<file path="src/rtl/yc_pkg.sv">
package yc_pkg;
  typedef enum logic [1:0] {
    PATH_RELEASE = 2'd0,
    PATH_WAIT    = 2'd1,
    PATH_PRIV    = 2'd2,
    PATH_NOP     = 2'd3
  } yc_path_e;

  localparam logic [2:0] EXC_NONE = 3'd0;
  localparam logic [2:0] EXC_WAIT = 3'd2;
  localparam logic [2:0] EXC_PRIV = 3'd4;
endpackage

</file>
<file path="src/rtl/yc_classify.sv">
module yc_classify #(
  parameter int DW = 32
) (
  input  logic signed [DW-1:0] src,
  input  logic        [DW-1:0] mask,
  output yc_pkg::yc_path_e     path,
  output logic                 wait_illegal
);
  localparam logic signed [DW-1:0] NEG_TWO = -2;

  always_comb begin
    if (src == '0)            path = yc_pkg::PATH_RELEASE;
    else if (!src[DW-1])      path = yc_pkg::PATH_WAIT;
    else if (src == NEG_TWO)  path = yc_pkg::PATH_NOP;
    else                      path = yc_pkg::PATH_PRIV;
  end

  assign wait_illegal = |(src & ~mask);
endmodule

</file>
<file path="src/rtl/yc_ctx_pick.sv">
module yc_ctx_pick #(
  parameter int N_CTX = 4,
  parameter int CW    = 2
) (
  input  logic [CW-1:0]    sel,
  input  logic [N_CTX-1:0] dyn_v,
  input  logic [N_CTX-1:0] halt_v,
  input  logic [N_CTX-1:0] act_v,
  input  logic [N_CTX-1:0] dirty_v,
  output logic             dyn,
  output logic             halt,
  output logic             act,
  output logic             dirty
);
  logic [N_CTX-1:0] hit;

  genvar i;
  generate
    for (i = 0; i < N_CTX; i++) begin : g_dec
      assign hit[i] = (sel == CW'(i));
    end
  endgenerate

  assign dyn   = |(hit & dyn_v);
  assign halt  = |(hit & halt_v);
  assign act   = |(hit & act_v);
  assign dirty = |(hit & dirty_v);
endmodule

</file>
<file path="src/rtl/yield_ctl.sv">
module yield_ctl #(
  parameter int N_CTX = 4,
  parameter int DW    = 32,
  parameter int CW    = (N_CTX > 1) ? $clog2(N_CTX) : 1
) (
  input  logic                 clk,
  input  logic                 rst,
  input  logic                 req_valid,
  input  logic [CW-1:0]        req_ctx,
  input  logic signed [DW-1:0] yield_src,
  input  logic [DW-1:0]        yield_mask,
  input  logic [N_CTX-1:0]     ctx_dyn,
  input  logic [N_CTX-1:0]     ctx_halt,
  input  logic [N_CTX-1:0]     ctx_act,
  input  logic [N_CTX-1:0]     ctx_dirty,
  input  logic                 intercept_en,
  output logic                 rsp_valid,
  output logic [DW-1:0]        result,
  output logic                 fault,
  output logic [2:0]           exc_code,
  output logic                 deact_valid,
  output logic [CW-1:0]        deact_ctx
);
  import yc_pkg::*;

  yc_path_e path;
  logic     wait_illegal;
  logic     c_dyn, c_halt, c_act, c_dirty;
  logic     nxt_fault, nxt_deact;
  logic [2:0] nxt_code;

  yc_classify #(.DW(DW)) u_cls (
    .src(yield_src), .mask(yield_mask),
    .path(path), .wait_illegal(wait_illegal)
  );

  yc_ctx_pick #(.N_CTX(N_CTX), .CW(CW)) u_pick (
    .sel(req_ctx), .dyn_v(ctx_dyn), .halt_v(ctx_halt),
    .act_v(ctx_act), .dirty_v(ctx_dirty),
    .dyn(c_dyn), .halt(c_halt), .act(c_act), .dirty(c_dirty)
  );

  always_comb begin
    nxt_fault = 1'b0;
    nxt_deact = 1'b0;
    nxt_code  = EXC_NONE;
    unique case (path)
      PATH_RELEASE: nxt_deact = c_dyn & ~c_halt & c_act;
      PATH_WAIT: if (wait_illegal) begin
        nxt_fault = 1'b1;
        nxt_code  = EXC_WAIT;
      end
      PATH_PRIV: if (intercept_en && c_dirty) begin
        nxt_fault = 1'b1;
        nxt_code  = EXC_PRIV;
      end
      default: ;
    endcase
  end

  always_ff @(posedge clk) begin
    if (rst) begin
      rsp_valid   <= 1'b0;
      result      <= '0;
      fault       <= 1'b0;
      exc_code    <= EXC_NONE;
      deact_valid <= 1'b0;
      deact_ctx   <= '0;
    end else begin
      rsp_valid   <= req_valid;
      fault       <= req_valid & nxt_fault;
      deact_valid <= req_valid & nxt_deact;
      if (req_valid) begin
        result    <= yield_src & yield_mask;
        exc_code  <= nxt_code;
        deact_ctx <= req_ctx;
      end
    end
  end
endmodule

</file>
<file path="config.mk">
export PLATFORM = sky130hd
export DESIGN_NAME = yield_ctl
export DESIGN_NICKNAME = d
export VERILOG_FILES = /design/src/rtl/yc_pkg.sv /design/src/rtl/yc_classify.sv /design/src/rtl/yc_ctx_pick.sv /design/src/rtl/yield_ctl.sv
export SDC_FILE = /design/constraint.sdc
export NUM_CORES = 1
export LEC_CHECK = 0
export BUFFER_PORTS_ARGS = -buffer_cell sky130_fd_sc_hd__buf_2
export CORE_MARGIN = 4
export CORE_UTILIZATION = 34
export DETAILED_ROUTE_END_ITERATION = 10
export HOLD_SLACK_MARGIN = 0.02
export PLACE_DENSITY = 0.75
export REMOVE_ABC_BUFFERS = 1
export SLEW_MARGIN = 15
export SYNTH_ARGS = -nofsm -noshare
export SYNTH_HDL_FRONTEND = slang
export SYNTH_SLANG_ARGS = --single-unit
</file>
<file path="constraint.sdc">
create_clock -name clk -period 5.2 [get_ports clk]
set_input_delay 0.26 -clock clk [delete_from_list [all_inputs] [get_ports clk]]
set_output_delay 0.26 -clock clk [all_outputs]
set_load 0.03 [all_outputs]
</file>
==> flow_summary.toml <==
[outcome]
status = "finished clean"

[grt]
met2_usage_pct = 29.4
antenna_found_initial = 0
met3_usage_pct = 5.50
grt_pass1_wl_um = 10100
grt_pass1_vias = 2138
grt_max_degree = 71
use_met1_pct = 22.4
grt_overflow = 0
grt.busiest_layer = "met2"
track_usage_pct = 17.7

[placement]
hpwl_um = 5100
dpl_cell_area_um2 = 2620
dp.cells = 428
gp_congestion = 0.836
port_buffers = 124

[flow_run]
cap_violations = 0

[power]
share_comb_of_total_power_pct = 21.5
power_w = 0.000637
intPower_w = 0.000455
swShare_pct = 28.6
clockPowerShare_pct = 29.0
ir_drop_uv = 124
power_switching_w = 0.000182
powerDensity_nw_per_um2 = 236
p_leak_nw = 1.25
pwr-share-seq_pct = 49.5

[sta]
relSlewSlack_pct = 33.4
period_minus_slack_ns = 1.90
setup_viol = 0
max_freq_ghz = 0.526
slew_viol_final = 0
timing.final.crit_share_pct = 36.5
finClkSkew_ns = 0
hold_viol_final = 0
setup_tns_ns = 0
worst_pin_slew_ns = 0.999
rsz0062_at_grt = "false"

[synthesis]
ys_types = 29
synth_seq_area_share_pct = 39.6
synthesis.area_um2 = 1970
yosysWarnings = 0
postSynthAreaPerCell_um2 = 8.02
synthTopCellsByArea = "dfxtp_1, nand2b_1, nand3_1"
synth-seq-cells = 39
synth_top_area_cell = "dfxtp_1"
synth_cells = 246
yosysTopAreaCellShare_pct = 39.6

[layout]
final_area_um2 = 2700
diodes = 0
layout_common_cells = "buf_2, nand2b_1, dfxtp_1"
fin_cells = 434
syn_to_final_growth_pct = 36.7
drive_gt1_share_pct = 36.2
final_common_cell = "buf_2"
fillers = 590
final_nets = 452
fin_util_pct = 48.4

[hold_path]
hold_depth = 3
min_to = "result[19]"
hp-class = "input port to register"
holdCritStartpoint = "yield_mask[19]"

[floorplanning]
start_util_pct = 35.4
num_io_pins = 126
fp.dieH_um = 84.2
rows = 27
die-area_um2 = 7080
die_w_um = 84.2
core_um2 = 5570

[setup_path]
crit_path_end_kind = "register"
cpPeakStageDelay_ns = 0.53
r2r-end = "deact_ctx[1]"
path_class = "input port to register"
worst_path_max_delay_cell = "or4_1"
rrSetupSlack_ns = 4.58
rr_worst_depth = 2
worstPathCellList = "buf_2 > nand4b_1 > or4_1 > o21ai_1 > o21ai_0 > ha_1 > nand3_1 > a31o_2 > o21ai_0"
worst_ep_arrival_time_ns = 2.11
timing.rr.start = "deact_ctx[1]"
crit_top_cell = "o21ai_0"
crit_fanout = 4
required_ns = 5.41
critPathLaunchType = "input port"

[cts]
clock_path_buffers = 2
cts_setup_buffers = 0
numCtsBuffers = 5
root_buffer = "clkbuf_8"
clock_latency_ns = 0.28
tritoncts = "built"
postCtsHoldBufs = 0
cts_repair_resize_count = 0
cts-htree-levels = 2
clock_sinks = 39
path_clk_slew_ns = 0.07

[routing]
dr.pass1.iters = 4
drt-total-wl_um = 6330
vias = 2191
vias_per_cell = 5.05
drt_iter0_drc = 66
drc_errors = 0
wl_per_cell_um = 14.6
ant_nets = 0
-- state kept, by name (all words and copies together) (netlist names) --
register,cells
fault,1
deact_ctx,2
deact_valid,1
exc_code,2
rsp_valid,1
result,32
-- how the worst max path moves through the flow --
stage,from,endpoint,slack [ns]
final,yield_src[0],exc_code[1],3.30
after global routing,yield_src[0],fault,3.15
after CTS,yield_src[0],fault,3.31
after detailed placement,yield_src[0],fault,3.03
after global placement,yield_src[0],fault,3.07
after floorplan,yield_src[0],exc_code[1],3.34
-- synth_stat cells --
| cell type | instances |
|---|---|
| clkbuf_1 | 11 |
| ha_1 | 3 |
| o2111a_1 | 1 |
| o2111ai_1 | 4 |
| o21ai_1 | 1 |
| a31o_2 | 1 |
| nand4_1 | 9 |
| conb_1 | 1 |
| o21a_1 | 1 |
| nand2_1 | 1 |
| nand3b_1 | 2 |
| nor2b_1 | 1 |
| mux2i_1 | 2 |
| buf_4 | 1 |
| mux4_2 | 1 |
| nand3_1 | 35 |
| or4_1 | 2 |
| o211ai_1 | 1 |
| buf_2 | 2 |
| nor4_1 | 11 |
| nand2b_1 | 45 |
| nand4b_1 | 3 |
| or2b_1 | 1 |
| dfxtp_1 | 39 |
| nor2_1 | 2 |
| o22ai_1 | 8 |
| inv_1 | 20 |
| o21ai_0 | 4 |
| a21oi_1 | 33 |
-- metal layers --
metal | vias to the layer above | part of all wire, %
li1 | 1107 | -
met1 | 1004 | 43
met2 | 74 | 48
met3 | 6 | 8.1
met4 | 0 | 0.92
met5 | - | 0
-- kinds of logic after synthesis --
| family | synth area share [%] |
|---|---|
| and+or+nand+nor | 33.6 |
| muxes | 2.16 |
| DFF | 39.6 |
| adders and majority gates | 1.90 |
| other | 0.190 |
| AOI/OAI and AO/OA | 15.7 |
| buffers and inverters | 6.79 |
-- power by group through the flow --
stage | Sequential (W) | Clock [W] | Combinational [W]
6_report | 0.000315 | 0.000185 | 0.000137
5_1_grt | 0.000317 | 0.000208 | 0.000151
4_1_cts | 0.000315 | 0.000193 | 0.000138
3_5_place_dp | 0.000322 | 0 | 0.000138
3_3_place_gp | 0.000322 | 0 | 0.000136
2_1_floorplan | 0.000345 | 0 | 0.0000381
-- stage by stage --
stage	hold slack [ns]	setup slack [ns]
floorplan	0.329	3.34
global placement	0.452	3.07
detailed placement	0.457	3.03
CTS	0.242	3.31
global route	0.250	3.15
finish	0.253	3.30
-- layout make-up --
type	count	area (µm²)	share of cell area (%)
clock buffer	6	72.6	2.69
inverter	20	75.1	2.78
multi-input combinational	173	1060	39.2
sequential	39	781	29.0
tap	72	90.1	3.34
timing repair buffer	124	621	23.0
-- critical path, delay by kind of cell --
kind | cells | cell delay (ns)
and+or+nand+nor | 3 | 0.80
buffers and inverters | 1 | 0.11
AOI/OAI and AO/OA | 4 | 0.61
adders and majority gates | 1 | 0.32
Note: power is estimated with default switching activity, not from simulation.
